File: src/rtl/ubus_pkg.sv
package ubus_pkg;

    typedef enum logic [1:0] {
        ALU_ADD  = 2'd0,
        ALU_AND  = 2'd1,
        ALU_NOT  = 2'd2,
        ALU_PASS = 2'd3
    } alu_op_e;

    typedef enum logic [1:0] {
        OFF_ZERO = 2'd0,
        OFF_S6   = 2'd1,
        OFF_S9   = 2'd2,
        OFF_S11  = 2'd3
    } off_sel_e;

    typedef enum logic [1:0] {
        PCN_INC  = 2'd0,
        PCN_BUS  = 2'd1,
        PCN_SUM  = 2'd2,
        PCN_RSVD = 2'd3
    } pc_src_e;

    localparam logic [2:0] CC_NEG  = 3'b100;
    localparam logic [2:0] CC_ZERO = 3'b010;
    localparam logic [2:0] CC_POS  = 3'b001;

endpackage

File: src/rtl/ubus_regfile.sv
module ubus_regfile #(
    parameter int DW   = 16,
    parameter int NREG = 8,
    localparam int RAW = $clog2(NREG)
) (
    input  logic           clk_i,
    input  logic           rst_ni,
    input  logic           we_i,
    input  logic [RAW-1:0] waddr_i,
    input  logic [DW-1:0]  wdata_i,
    input  logic [RAW-1:0] raddr_a_i,
    input  logic [RAW-1:0] raddr_b_i,
    output logic [DW-1:0]  rdata_a_o,
    output logic [DW-1:0]  rdata_b_o
);

    logic [DW-1:0] regs_d [NREG];
    logic [DW-1:0] regs_q [NREG];

    always_comb begin
        for (int i = 0; i < NREG; i++) begin
            regs_d[i] = regs_q[i];
        end
        if (we_i) begin
            regs_d[waddr_i] = wdata_i;
        end
    end

    always_ff @(posedge clk_i) begin
        for (int i = 0; i < NREG; i++) begin
            if (!rst_ni) regs_q[i] <= '0;
            else         regs_q[i] <= regs_d[i];
        end
    end

    assign rdata_a_o = regs_q[raddr_a_i];
    assign rdata_b_o = regs_q[raddr_b_i];

    // a write lands in the addressed register one edge later
    p_write_lands_r12: assert property (@(posedge clk_i) disable iff (!rst_ni)
        (we_i && raddr_a_i == waddr_i) |=> (rdata_a_o == $past(wdata_i)) || !$stable(raddr_a_i));

endmodule

File: src/rtl/ubus_alu.sv
module ubus_alu
    import ubus_pkg::*;
#(
    parameter int DW  = 16,
    parameter int IMW = 5
) (
    input  alu_op_e        op_i,
    input  logic           use_imm_i,
    input  logic [IMW-1:0] imm_i,
    input  logic [DW-1:0]  a_i,
    input  logic [DW-1:0]  b_reg_i,
    output logic [DW-1:0]  y_o
);

    logic [DW-1:0] opb_w;

    always_comb begin
        opb_w = use_imm_i ? {{(DW-IMW){imm_i[IMW-1]}}, imm_i} : b_reg_i;
        unique case (op_i)
            ALU_ADD: y_o = a_i + opb_w;
            ALU_AND: y_o = a_i & opb_w;
            ALU_NOT: y_o = ~a_i;
            default: y_o = a_i;
        endcase
    end

    // complement output never shares a set bit with its operand
    always_comb begin
        if (op_i == ALU_NOT) begin
            a_not_disjoint_r4: assert ((y_o & a_i) == '0);
        end
    end

endmodule

File: src/rtl/ubus_addr_unit.sv
module ubus_addr_unit
    import ubus_pkg::*;
#(
    parameter int DW = 16,
    parameter int VW = 8
) (
    input  logic          base_reg_i,
    input  off_sel_e      off_sel_i,
    input  logic          use_sum_i,
    input  logic [DW-1:0] pc_i,
    input  logic [DW-1:0] reg_i,
    input  logic [10:0]   ir_low_i,
    output logic [DW-1:0] sum_o,
    output logic [DW-1:0] path_o
);

    logic [DW-1:0] base_w;
    logic [DW-1:0] off_w;

    always_comb begin
        base_w = base_reg_i ? reg_i : pc_i + DW'(1);
        unique case (off_sel_i)
            OFF_ZERO: off_w = '0;
            OFF_S6:   off_w = {{(DW-6){ir_low_i[5]}},   ir_low_i[5:0]};
            OFF_S9:   off_w = {{(DW-9){ir_low_i[8]}},   ir_low_i[8:0]};
            default:  off_w = {{(DW-11){ir_low_i[10]}}, ir_low_i[10:0]};
        endcase
        sum_o  = base_w + off_w;
        path_o = use_sum_i ? sum_o : {{(DW-VW){1'b0}}, ir_low_i[VW-1:0]};
    end

    // trap vector path never carries upper bits
    always_comb begin
        if (!use_sum_i) begin
            a_vec_upper_zero_r6: assert (path_o[DW-1:VW] == '0);
        end
    end

endmodule

File: src/rtl/ubus_datapath.sv
module ubus_datapath
    import ubus_pkg::*;
#(
    parameter int DW   = 16,
    parameter int NREG = 8,
    localparam int RAW = $clog2(NREG)
) (
    input  logic           clk_i,
    input  logic           rst_ni,
    input  logic           ld_mar_i,
    input  logic           ld_mdr_i,
    input  logic           ld_ir_i,
    input  logic           ld_ben_i,
    input  logic           ld_cc_i,
    input  logic           ld_pc_i,
    input  logic           ld_reg_i,
    input  logic           gate_pc_i,
    input  logic           gate_mdr_i,
    input  logic           gate_alu_i,
    input  logic           gate_addr_i,
    input  logic           base_sel_i,
    input  logic [1:0]     off_sel_i,
    input  logic           addr_src_i,
    input  logic [1:0]     pc_src_i,
    input  logic [RAW-1:0] dr_i,
    input  logic [RAW-1:0] sr1_i,
    input  logic [RAW-1:0] sr2_i,
    input  logic           opb_imm_i,
    input  logic [1:0]     alu_op_i,
    input  logic           mio_en_i,
    input  logic           mem_write_i,
    input  logic           mem_ready_i,
    input  logic [DW-1:0]  mem_rdata_i,
    output logic           mem_en_o,
    output logic           mem_we_o,
    output logic [DW-1:0]  mem_addr_o,
    output logic [DW-1:0]  mem_wdata_o,
    output logic [DW-1:0]  bus_o,
    output logic [DW-1:0]  ir_o,
    output logic [2:0]     cc_o,
    output logic           ben_o
);

    typedef struct packed {
        logic [DW-1:0] pc;
        logic [DW-1:0] ir;
        logic [DW-1:0] mar;
        logic [DW-1:0] mdr;
        logic [2:0]    cc;
        logic          ben;
    } dp_state_t;

    dp_state_t st_d, st_q;

    logic [DW-1:0] sr1_data_w, sr2_data_w;
    logic [DW-1:0] alu_y_w, sum_w, addr_path_w, bus_w;

    ubus_regfile #(.DW(DW), .NREG(NREG)) u_rf (
        .clk_i     (clk_i),
        .rst_ni    (rst_ni),
        .we_i      (ld_reg_i),
        .waddr_i   (dr_i),
        .wdata_i   (bus_w),
        .raddr_a_i (sr1_i),
        .raddr_b_i (sr2_i),
        .rdata_a_o (sr1_data_w),
        .rdata_b_o (sr2_data_w)
    );

    ubus_alu #(.DW(DW), .IMW(5)) u_alu (
        .op_i      (alu_op_e'(alu_op_i)),
        .use_imm_i (opb_imm_i),
        .imm_i     (st_q.ir[4:0]),
        .a_i       (sr1_data_w),
        .b_reg_i   (sr2_data_w),
        .y_o       (alu_y_w)
    );

    ubus_addr_unit #(.DW(DW), .VW(8)) u_addr (
        .base_reg_i (base_sel_i),
        .off_sel_i  (off_sel_e'(off_sel_i)),
        .use_sum_i  (addr_src_i),
        .pc_i       (st_q.pc),
        .reg_i      (sr1_data_w),
        .ir_low_i   (st_q.ir[10:0]),
        .sum_o      (sum_w),
        .path_o     (addr_path_w)
    );

    // single shared bus; one gate at most per cycle
    always_comb begin
        if (gate_pc_i)        bus_w = st_q.pc;
        else if (gate_mdr_i)  bus_w = st_q.mdr;
        else if (gate_alu_i)  bus_w = alu_y_w;
        else if (gate_addr_i) bus_w = addr_path_w;
        else                  bus_w = '0;
    end

    always_comb begin
        st_d = st_q;
        if (ld_pc_i) begin
            unique case (pc_src_e'(pc_src_i))
                PCN_BUS: st_d.pc = bus_w;
                PCN_SUM: st_d.pc = sum_w;
                default: st_d.pc = st_q.pc + DW'(1);
            endcase
        end
        if (ld_ir_i)  st_d.ir  = bus_w;
        if (ld_mar_i) st_d.mar = bus_w;
        if (ld_mdr_i) begin
            if (!mio_en_i)                        st_d.mdr = bus_w;
            else if (!mem_write_i && mem_ready_i) st_d.mdr = mem_rdata_i;
        end
        if (ld_cc_i) begin
            if (bus_w[DW-1])       st_d.cc = CC_NEG;
            else if (bus_w == '0)  st_d.cc = CC_ZERO;
            else                   st_d.cc = CC_POS;
        end
        if (ld_ben_i) begin
            st_d.ben = (st_q.ir[11] & st_q.cc[2]) |
                       (st_q.ir[10] & st_q.cc[1]) |
                       (st_q.ir[9]  & st_q.cc[0]);
        end
    end

    always_ff @(posedge clk_i) begin
        if (!rst_ni) begin
            st_q     <= '0;
            st_q.cc  <= CC_ZERO;
        end else begin
            st_q     <= st_d;
        end
    end

    assign mem_en_o    = mio_en_i;
    assign mem_we_o    = mio_en_i & mem_write_i;
    assign mem_addr_o  = st_q.mar;
    assign mem_wdata_o = st_q.mdr;
    assign bus_o       = bus_w;
    assign ir_o        = st_q.ir;
    assign cc_o        = st_q.cc;
    assign ben_o       = st_q.ben;

    // control word raises at most one bus gate
    p_one_gate_r3: assert property (@(posedge clk_i) disable iff (!rst_ni)
        $onehot0({gate_pc_i, gate_mdr_i, gate_alu_i, gate_addr_i}));

    // flags always hold exactly one of N, Z, P
    p_cc_exact_r8: assert property (@(posedge clk_i) disable iff (!rst_ni)
        $countones(cc_o) == 1);

    // a negative bus value loads the N flag
    p_cc_neg_r8: assert property (@(posedge clk_i) disable iff (!rst_ni)
        (ld_cc_i && bus_o[DW-1]) |=> cc_o == CC_NEG);

    // PC and IR hold without their loads
    p_pc_hold_r2: assert property (@(posedge clk_i) disable iff (!rst_ni)
        !ld_pc_i |=> $stable(st_q.pc));
    p_ir_hold_r2: assert property (@(posedge clk_i) disable iff (!rst_ni)
        !ld_ir_i |=> $stable(ir_o));

    // MDR waits while a read is not yet done
    p_mdr_wait_r10: assert property (@(posedge clk_i) disable iff (!rst_ni)
        (ld_mdr_i && mio_en_i && !mem_write_i && !mem_ready_i) |=> $stable(mem_wdata_o));

    // a write strobe only appears with the memory enable
    p_we_with_en_r11: assert property (@(posedge clk_i) disable iff (!rst_ni)
        mem_we_o |-> mem_en_o);

endmodule

File: config.mk
export PLATFORM = sky130hd
export DESIGN_NAME = ubus_datapath
export DESIGN_NICKNAME = d
export VERILOG_FILES = /design/src/rtl/ubus_pkg.sv /design/src/rtl/ubus_regfile.sv /design/src/rtl/ubus_alu.sv /design/src/rtl/ubus_addr_unit.sv /design/src/rtl/ubus_datapath.sv
export SDC_FILE = /design/constraint.sdc
export NUM_CORES = 1
export LEC_CHECK = 0
export BUFFER_PORTS_ARGS = -buffer_cell sky130_fd_sc_hd__buf_2
export CAP_MARGIN = 20
export CORE_MARGIN = 3
export CORE_UTILIZATION = 50
export DETAILED_ROUTE_END_ITERATION = 16
export PLACE_DENSITY = 0.7
export SETUP_SLACK_MARGIN = 0.02
export SYNTH_ARGS = -nofsm -noshare
export SYNTH_HDL_FRONTEND = slang
export SYNTH_SLANG_ARGS = --single-unit
File: constraint.sdc
create_clock -name clk_i -period 7.75 [get_ports clk_i]
set_input_delay 1.1625 -clock clk_i [delete_from_list [all_inputs] [get_ports clk_i]]
set_output_delay 1.1625 -clock clk_i [all_outputs]
set_load 0.03 [all_outputs]
Yosys cells after proc, flatten, opt, wreduce, memory -nomap -nowiden
Memories as Yosys holds them, arrays and structs flattened. Index checks and enable logic that the tools add are counted.

Register bits: 68. RAM bits: 128. Output and inout bits: 70. Memories: 1.

Add/sub/neg operators: 3. Magnitude comparators: 2. Equal/unequal tests: 7. Multiplexer cells: 28. Bitwise operators: 17. Reduce and logical (&&, ||, !) cells: 7.

Memories: u_rf.regs_q (words 8, width 16, rd ports 10, clocked after memory_dff 0, write ports 8, line ubus_regfile.sv:18) `logic [DW-1:0] regs_q [NREG];`.

Operators by type and width (count): $mux W16 (18); $bwmux W128 (1); $mux W128 (1); $pmux W16 S3 (2); $demux W16 S3 (1); $add A16 B16 Y16 (2); $pmux W16 S2 (1); $add A16 B1 Y16 const B (1); $and A16 B16 Y16 (1); $logic_not A16 Y1 (1); $not A16 Y16 (1); $or A1 B1 Y1 (10); $eq A2 B1 Y1 const B (3); $eq A2 B2 Y1 const B (3); $and A1 B1 Y1 (4); $ge A4 B4 Y1 const B (1); $logic_not A2 Y1 (2); $lt A4 B1 Y1 const B (1); $not A3 Y4 (1); $mux W3 (1); $logic_and A1 B1 Y1 (2); $mux W1 (2); $mux W2 (1); $ne A2 B1 Y1 const B (1); 2 further kinds (2).

Logic depth before layout (Yosys ltp)
Gate-level depths: netlist of run 1.

Depth after elaboration: 11. Mapped depth: 20. Mapped depth without buffers: 18.

Modules after synthesis
Synthesis of run 1 repeated with hierarchy kept, for this count alone.

Cell total of the unflattened synthesis: 1599. Area, all modules: 14566.5 µm².

By module, submodules not included: ubus_regfile (instances 1, cells each 705, area each 7146.9 µm², sequential area each 2562.5 µm²); ubus_datapath (instances 1, cells each 484, area each 4550.6 µm², sequential area each 1361.3 µm²); ubus_addr_unit (instances 1, cells each 210, area each 1460.2 µm², sequential area each 0.0 µm²); ubus_alu (instances 1, cells each 200, area each 1408.9 µm², sequential area each 0.0 µm²).

Worst setup path after synthesis of run 1
Ideal clock, no wire load.

Path kind: input port to output port. Start point: input sr1_i[2]. End point: output bus_o[15]. Arrival: 5.113 ns. Data required time: 6.588 ns. Slack: 1.474 ns. Cell stages on the path: 17. Buffers on the path: 3. Cells stage by stage: clkbuf_1 > buf_1 > mux2_2 > nand2_1 > o21ai_0 > ha_1 > clkbuf_1 > a21o_1 > a31oi_1 > a21oi_1 > o41ai_2 > o211ai_1 > nor4b_1 > a211oi_1 > o21a_1 > or2_2 > inv_1.

Longest elaborated chain between the ends: 8. Elaborated cells on any way between the ends: 12. Classes of those cells: add/sub: 2; mux: 7; bitwise: 2; memory: 1.

RTL lines: start: declaration (line ubus_datapath.sv:26) `input logic [RAW-1:0] sr1_i,`; $mem_v2 Z8 W16 *; $mux W16 (line ubus_addr_unit.sv:21) `base_w = base_reg_i ? reg_i : pc_i + DW'(1);`; $add A16 B16 Y16 (line ubus_addr_unit.sv:28) `sum_o = base_w + off_w;`; $mux W16 (line ubus_addr_unit.sv:29) `path_o = use_sum_i ? sum_o : {{(DW-VW){1'b0}}, ir_low_i[VW-1:0]};`; $mux W16 (line ubus_datapath.sv:95) `else if (gate_addr_i) bus_w = addr_path_w;`; $mux W16 * (line ubus_datapath.sv:94) `else if (gate_alu_i) bus_w = alu_y_w;`; $mux W16 * (line ubus_datapath.sv:93) `else if (gate_mdr_i) bus_w = st_q.mdr;`; $mux W16 * (line ubus_datapath.sv:92) `if (gate_pc_i) bus_w = st_q.pc;`; end: declaration (line ubus_datapath.sv:38) `output logic [DW-1:0] bus_o,`.

Mark *: on every way between the ends. The rest lies on a longest branch, timed or not.

Final worst setup path of run 1
Start point: input sr1_i[0]. End point: output bus_o[12].

The elaborated chain is that of the path after synthesis.

==> metrics.yaml, run 1 <==
outcome: "finished clean"
synth_area_sq_mm: 0.0134
numCtsBuffers: 17
slew_headroom_pct: 29.5
dp_cells: 1947
cts_tree: "built"
clockBufferDepth: 2
initial_utilization_pct: 51.2
routabilityCongestion: 1.02
dp_hpwl_mm: 35.2
synth_mux_area_share_pct: 14.9
rsz0062_at_grt: "false"
core_area_sq_mm: 0.0262
layout.nets: 1717
dieArea_sq_mm: 0.0288
ir_worst_vdd_uv: 149
p_per_area_mw_per_mm2: 182
synthAdderAreaFrac_pct: 3.47
grt_use_total_pct: 33.5
drc_errors: 0
synthFlopType: "dfxtp_1"
vias: 12644
drv_cap: 0
wl_per_cell_um: 24.4
clock_skew_ps: 21.0
async_reset_ff_share_pct: 0
yosysSeqAreaShare_pct: 29.3
fin_cells: 1979
area_growth_pct: 7.24
min_path_type: "reg -> reg"
cts_resized: 0
first_iter_violations: 1626
worstMarginPinSlew_ps: 1060
rows: 59
setup.worst_path.start: "sr1_i[0]"
timing.rr.start: "st_q[52]"
hold_violations: 0
synthXorXnorAreaFrac_pct: 2.42
num_antenna_cells: 0
postCtsSetupBuffers: 0
dieWidth_um: 170
critPathMaxFanout: 16
clock-root-buffer: "clkbuf_16"
holdCritStartpoint: "u_rf.regs_q[5][7]"
setup_viol: 0
ios: 120
portBuffers: 119
synth_cell_types: 81
totalWireLength_mm: 48.3
synth_top_family_by_area: "compound AO/OA/AOI/OAI gates"
die-height_um: 170
fin_setup_tns_ps: 0
grt_max_degree: 100
clk_latency_ps: 460
synth_edf_count: 0
power.leakage_nw: 5.70
antenna_found_initial: 1
max_freq_mhz: 141
synth_warnings: 0
grt_overflow: 0
cts.sinks: 196
avgSynthCellArea_sq_um: 8.14
vias_per_cell: 6.39
synth_compound_area_share_pct: 22.2
grt_pass1_vias: 11877
htreeDepth: 4
end_kind: "output port"
firstDrtPassIters: 6
crit_required_ps: 6590
start_kind: "input pin"
drive_gt1_share_pct: 17.5
hold_buffers: 0
syn-num-nets: 1734
critPathKind: "in -> out"
clk_pin_slew_ps: 80
min_period_ps: 7080
yosys.area_share.simple_pct: 19.2
ant_nets: 0
arrival_ps: 5910
grt_pass1_wl_mm: 73.4
syn_inst: 1648
maxSlewViolCount: 0
fin_crit_sh_pct: 91.3
synth_seq_cells: 196
## Yosys cell counts, drive strengths merged (13+ instances only)
| cell type | instances | area, sq um |
|---|---|---|
| xnor2 | 26 | 228 |
| inv | 53 | 199 |
| a211oi | 109 | 823 |
| o21ai | 70 | 350 |
| nor3 | 17 | 85.1 |
| dfxtp | 196 | 3920 |
| and2 | 16 | 100 |
| buf | 74 | 507 |
| mux2i | 40 | 425 |
| a21oi | 112 | 561 |
| mux4 | 63 | 1420 |
| o31ai | 17 | 128 |
| nand3 | 27 | 135 |
| ha | 34 | 425 |
| mux2 | 13 | 150 |
| nor2b | 32 | 200 |
| clkbuf | 116 | 435 |
| nand2b | 13 | 81.3 |
| o21a | 22 | 165 |
| nand2 | 203 | 762 |
| nor2 | 213 | 800 |
## area by class of cell
class | count | area (sq um)
multi-input cells | 1207 | 8370
clock inverters | 14 | 175
well taps | 335 | 419
clock buffers | 18 | 429
inverters | 55 | 209
repair buffers | 154 | 858
fillers | 2443 | 11800
flip-flops and latches | 196 | 3920
## path summary, 6_finish.rpt
path                  endpoint  slack [ps]  cells after the start
max                  bus_o[12]         670                     16
min          u_rf.regs_q[5][7]         470                      2
max reg2reg           st_q[65]        2610                     17
min reg2reg  u_rf.regs_q[5][7]         470                      2
## flip-flops by register name (all words and copies together) (netlist names)
register and cells:
u_rf.regs_q 128, ben_o 1, ir_o 16, cc_o 3, st_q 16, mem_addr_o 16, mem_wdata_o 16
## cell usage in the layout (no fill, tap or decap), drive strengths merged, types with 17 or more instances in the layout
cell type	netlist	layout
xnor2	26	26
buf	74	154
mux4	63	63
nand2	203	203
a211oi	109	109
a21oi	112	112
nor2	213	213
nor3	17	17
nand3	27	27
o21a	22	22
ha	34	34
o21ai	70	70
mux2i	40	40
clkbuf	116	18
dfxtp	196	196
o31ai	17	17
inv	53	63
nor2b	32	32
## routing by layer
metal	vias up	global-route usage [%]	wire length (um)
met4	2	12.1	1690
met5	-	0	13
li1	5846	-	-
met2	571	50.9	21500
met3	94	6.43	4180
met1	6131	47.6	20900
## worst max-delay path, cell delays in order
cell,delay [ps]
buf_2,330
buf_4,390
mux4_2,550
mux2i_1,510
a21oi_1,150
ha_1,390
nor2b_1,180
o2111ai_1,300
a31oi_1,190
o21a_1,260
o311a_1,390
o41ai_1,420
a21oi_1,130
o21a_1,280
inv_1,80
buf_2,190
## through the flow
stage               area (sq um)  util (%)  hold WS, ps  total power [mW]  worst slack (ps)
floorplan                  13400         -          443              1.51              1470
global placement           13800      52.6          451              1.68               924
detailed placement         13800      52.6          460              1.68               798
CTS                        14400      54.9          471              2.61               793
global route               14400      54.9          490              2.70               463
finish                     14400      54.9          472              2.61               674
## report_power, final
| part | switching, mW | internal [mW] |
|---|---|---|
| registers | 0.0442 | 1.05 |
| clock network | 0.495 | 0.444 |
| logic | 0.391 | 0.193 |
| total | 0.931 | 1.68 |
## cell families after synthesis
logic type | after synthesis
multiplexers | 116
buffers and inverters | 245
flip-flops | 196
XOR/XNOR | 37
AO/OA/AOI/OAI | 440
adder cells (fa/ha/maj) | 36
AND/OR/NAND/NOR | 578
Power figures use the tool's default switching activity.
==> run 2, diff against run 1 <==
--- a/config.mk
+++ b/config.mk
@@ -5,11 +5,13 @@
 export SDC_FILE = /design/constraint.sdc
 export NUM_CORES = 1
 export LEC_CHECK = 0
+export ABC_AREA = 0
 export BUFFER_PORTS_ARGS = -buffer_cell sky130_fd_sc_hd__buf_2
 export CAP_MARGIN = 20
-export CORE_MARGIN = 3
+export CORE_MARGIN = 2
 export CORE_UTILIZATION = 50
 export DETAILED_ROUTE_END_ITERATION = 16
+export MAX_ROUTING_LAYER = met4
 export PLACE_DENSITY = 0.7
 export SETUP_SLACK_MARGIN = 0.02
 export SYNTH_ARGS = -nofsm -noshare
==> run 2 against run 1 <==
Clock skew shrank 2.3 ps. Largest power group unchanged. Sequential cell count is the same. Non-clock buffer count down 5. First-iteration DRC count grew 0.80%. Global-route usage up 1.8 points. Power up 0.38%. Critical path depth grew 1. Clock power rose by 2%. Setup slack improved by 240 ps. Routed wire length fell by 0.85%. Worst hold slack worse by 1.6 ps. Sequential power is essentially flat.
==> metrics.yaml, run 2 (synthesized netlist as in run 1, its figures left out) <==
grt_pass1_vias: 11956
maxSlewViolCount: 0
totalWireLength_mm: 47.9
power.leakage_nw: 5.68
crit_path_top_delay_cell: "mux4_2"
critPathTopFamily: "compound AO/OA/AOI/OAI gates"
first_iter_violations: 1639
holdPathStages: 2
fillers: 2507
firstDrtPassIters: 6
cts_tree: "built"
dp_hpwl_mm: 34.6
grt_pass1_wl_mm: 73.6
dieWidth_um: 168
timing.rr.start: "u_rf.regs_q[7][0]"
ant_nets: 0
crit_chain: "buf_2 > mux4_2 > mux2i_1 > mux2i_1 > ha_1 > inv_1 > fa_1 > nor2b_1 > o2111ai_1 > a31oi_1 > o21a_1 > o311a_1 > o41ai_1 > a21oi_1 > o21a_1 > inv_1 > buf_2"
numCtsBuffers: 17
hold_violations: 0
setup_viol: 0
antenna_found_initial: 1
arrival_ps: 5670
critPathMaxFanout: 17
drc_errors: 0
top_register: "u_rf.regs_q"
clk_latency_ps: 470
postCtsSetupBuffers: 0
layout_common_cells: "nor2_1, nand2_1, dfxtp_1, buf_2, a21oi_1"
min_period_ps: 6840
drive_gt1_share_pct: 17.3
clock-root-buffer: "clkbuf_16"
start_kind: "input pin"
clk_pin_slew_ps: 90
clockBufferDepth: 2
final_area_sq_mm: 0.0144
ir_worst_vdd_uv: 122
initial_utilization_pct: 51.2
worst-path-stages: 17
dieArea_sq_mm: 0.0281
cts_resized: 0
worstMarginPinSlew_ps: 1050
layout.nets: 1712
rr_worst_depth: 15
grt_use_total_pct: 35.3
grt_max_degree: 97
rows: 59
finish.utilization_pct: 54.8
critPathKind: "in -> out"
path_buf_inv: 4
die-height_um: 168
vias_per_cell: 6.42
fin_crit_sh_pct: 88.2
htreeDepth: 4
cts.sinks: 196
ios: 120
drv_cap: 0
cpPeakStageDelay_ps: 570
end_kind: "output port"
outcome: "finished clean"
p_per_area_mw_per_mm2: 183
largest_reg_flops: 128
holdCritStartpoint: "u_rf.regs_q[6][7]"
portBuffers: 119
power.total_mw: 2.62
min_path_type: "reg -> reg"
grt_overflow: 0
placed_area_sq_mm: 0.0137
crit_required_ps: 6590
slew_headroom_pct: 30.1
rsz0062_at_grt: "false"
fin_setup_tns_ps: 0
hold_buffers: 0
fin_cells: 1976
routabilityCongestion: 1.02
dp_cells: 1942
clock_skew_ps: 18.7
area_growth_pct: 7.14
mostFrequentLayoutCell: "nor2_1"
vias: 12695
wl_per_cell_um: 24.3
max_freq_mhz: 146
setup.worst_path.start: "sr1_i[0]"
core_area_sq_mm: 0.0262
## run 2: layer usage
| metal | vias to the layer above | track usage [%] | wire length (um) |
|---|---|---|---|
| li1 | 5843 | - | - |
| met2 | 584 | 51.8 | 21200 |
| met1 | 6178 | 50.3 | 21500 |
| met5 | - | - | 0 |
| met3 | 90 | 5.01 | 3690 |
| met4 | 0 | 11.1 | 1440 |
## run 2: power by group
part / switching [mW] / internal, mW / total [mW]
clock: 0.508 / 0.448 / 0.955
combinational: 0.386 / 0.191 / 0.577
sequential: 0.0449 / 1.05 / 1.09
## run 2: per-stage QoR
step / hold slack, ps / setup WS (ps)
finish: 470 / 913
global route: 491 / 643
CTS: 471 / 946
detailed placement: 459 / 960
global placement: 448 / 996
floorplan: 443 / 1470
## run 2: worst paths after layout
path	end	slack, ps
min	u_rf.regs_q[6][7]	470
min reg2reg	u_rf.regs_q[6][7]	470
max reg2reg	cc_o[0]	2800
max	bus_o[12]	910
## run 2: area by class of cell
cell class,instances,area [sq um],share of cell area (%)
Multi-Input combinational cell,1207,8370,58.2
Timing Repair Buffer,149,821,5.71
Clock inverter,15,198,1.38
Sequential cell,196,3920,27.3
Clock buffer,17,425,2.96
Inverter,55,209,1.45
Tap cell,335,419,2.92
Antenna cell,2,5.00,0.0348
## run 2: worst reg2reg max path: stages (launching register included)
cell	delay (ps)
dfxtp_1	340
mux4_2	460
mux2i_1	500
mux2i_1	160
ha_1	240
a21o_1	180
a21oi_1	270
mux2_2	380
a2111oi_0	370
a2bb2oi_1	270
buf_4	290
nor4b_2	420
nand4_1	170
nor4_1	280
nand4b_1	220
a41o_1	290
==> run 3, diff against run 2 <==
--- a/config.mk
+++ b/config.mk
@@ -16,4 +16,5 @@
 export SETUP_SLACK_MARGIN = 0.02
 export SYNTH_ARGS = -nofsm -noshare
 export SYNTH_HDL_FRONTEND = slang
+export SYNTH_HIERARCHICAL = 1
 export SYNTH_SLANG_ARGS = --single-unit
==> run 3 against run 2 <==
Synthesized area increased by 8.6%. Critical path depth fell by 1. Final cell count about the same. Routed wire length down 3.2%. Register-to-register slack lost 200 ps. Maximum frequency down 0.27%. Critical path type unchanged. Critical endpoint is now bus_o[14]. Highest routed layer unchanged.
==> metrics.yaml, run 3 <==
crit_required_ps: 6590
cts_tree: "built"
dieArea_sq_mm: 0.0305
max_freq_mhz: 146
avgSynthCellArea_sq_um: 9.11
synth_cell_types: 104
yosysMostFrequentCell: "nand2_1"
yosys-top-cells-count: "nand2_1, dfxtp_1, nor2_1"
top_register: "u_rf/regs_q"
power.leakage_nw: 6.11
cts_resized: 0
syn_inst: 1599
rsz0062_at_grt: "false"
yosys-top-cells-area: "dfxtp_1, mux4_1, nand2_1"
grt_pass1_vias: 11408
dp_hpwl_mm: 31.8
drc_errors: 0
clock-root-buffer: "clkbuf_16"
synthFlopType: "dfxtp_1"
p_per_area_mw_per_mm2: 171
htreeDepth: 4
outcome: "finished clean"
layout.nets: 1667
wl_per_cell_um: 23.5
min_path_type: "reg -> reg"
ios: 120
clk_latency_ps: 450
async_reset_ff_share_pct: 0
portBuffers: 119
area_growth_pct: 5.16
firstDrtPassIters: 8
dp_cells: 1943
worstMarginPinSlew_ps: 1140
synth_area_sq_mm: 0.0146
grt_overflow: 0
totalWireLength_mm: 46.4
ant_nets: 0
min_period_ps: 6860
holdCritStartpoint: "u_rf/regs_q[7][13]"
first_iter_violations: 1487
critPathMaxFanout: 19
grt_max_degree: 94
postCtsSetupBuffers: 0
timing.rr.start: "st_q[56]"
yosysTopAreaCellShare_pct: 26.9
start_kind: "input pin"
reg2reg_slack_ps: 2600
antenna_found_initial: 0
maxSlewViolCount: 0
grt_pass1_wl_mm: 69.6
synth_edf_count: 0
fillers: 2632
clk_pin_slew_ps: 90
end_kind: "output port"
dieWidth_um: 175
ir_worst_vdd_uv: 142
rr_worst_depth: 19
numCtsBuffers: 17
grt_use_total_pct: 30.5
holdPathStages: 2
cts.sinks: 196
clock_skew_ps: 21.8
hold_buffers: 0
drv_cap: 0
setup_viol: 0
rows: 62
die-height_um: 175
drive_gt1_share_pct: 20.4
routabilityCongestion: 0.966
fin_cells: 1977
synth_top_area_cell: "dfxtp_1"
clockBufferDepth: 2
rr_endpoint: "st_q[66]"
num_antenna_cells: 0
mostFrequentLayoutCell: "nand2_1"
core_area_sq_mm: 0.0287
slew_headroom_pct: 23.6
fin_crit_sh_pct: 88.5
arrival_ps: 5690
critPathKind: "in -> out"
syn-num-nets: 1686
layout_common_cells: "nand2_1, dfxtp_1, buf_2, nor2_1, a21boi_1"
initial_utilization_pct: 50.7
hold_path_end: "u_rf/regs_q[7][13]"
vias_per_cell: 6.29
largest_reg_flops: 128
vias: 12445
synth_warnings: 6
yosysSeqAreaShare_pct: 26.9
fin_setup_tns_ps: 0
synth_seq_cells: 196
hold_violations: 0
-- run 3: per-stage QoR --
stage                     hold slack (ps)  setup WS, ps  area [sq um]  utilization [%]  total power [mW]
after floorplan                       438          1850         14600                -              1.54
after global placement                448           883         14600             51.0              1.68
after detailed placement              456          1000         14700             51.1              1.68
after CTS                             468           976         15300             53.3              2.62
after global routing                  491           704         15300             53.4              2.71
final                                 469           895         15300             53.4              2.62
-- run 3: how the worst max path moves through the flow --
stage	end	slack, ps	startpoint	cells past startpoint
finish	bus_o[14]	890	sr1_i[2]	16
global route	bus_o[14]	700	sr1_i[2]	16
CTS	bus_o[14]	980	sr1_i[2]	16
detailed placement	bus_o[14]	1000	sr1_i[2]	16
global placement	bus_o[14]	880	sr1_i[2]	16
floorplan	bus_o[12]	1850	sr2_i[0]	15
-- run 3: cell type report --
type / count / area (sq um) / share of cell area, %
clock inverter: 15 / 199 / 1.30
multi-input combinational: 1178 / 9290 / 60.6
clock buffer: 17 / 425 / 2.78
inverter: 34 / 128 / 0.833
timing repair buffer: 153 / 873 / 5.70
tap: 384 / 480 / 3.14
sequential: 196 / 3920 / 25.6
-- run 3: metal layers --
| metal | share of wire, % | GRT usage [%] | vias up |
|---|---|---|---|
| met5 | 0 | - | - |
| li1 | - | - | 5653 |
| met1 | 43 | 41.4 | 6078 |
| met3 | 7.8 | 3.98 | 89 |
| met2 | 46 | 47.4 | 625 |
| met4 | 3.0 | 9.90 | 0 |
-- run 3: power breakdown --
part	internal (mW)	leakage [nW]	total, mW	switching [mW]
registers	1.05	1.59	1.09	0.0460
clock network	0.448	0.304	0.947	0.499
logic	0.207	4.21	0.583	0.377
-- run 3: logic make-up after synthesis --
family | after synthesis | synth area share, %
buffers and inverters | 225 | 9.32
AND/OR/NAND/NOR | 562 | 18.9
multiplexers | 173 | 19.0
AO/OA/AOI/OAI | 369 | 20.2
adder cells (fa/ha/maj) | 37 | 3.28
XOR/XNOR | 37 | 2.34
flip-flops | 196 | 26.9
-- run 3: worst max-delay path, cell delays in order --
cell	delay, ps
buf_2	440
buf_4	290
mux4_1	560
mux2_2	340
nand2_1	100
o21ai_0	100
ha_1	420
a21o_1	200
a21oi_1	80
o21ai_0	340
mux2_2	390
a311oi_1	340
and2_1	180
nand3b_1	110
a221oi_4	350
buf_2	270
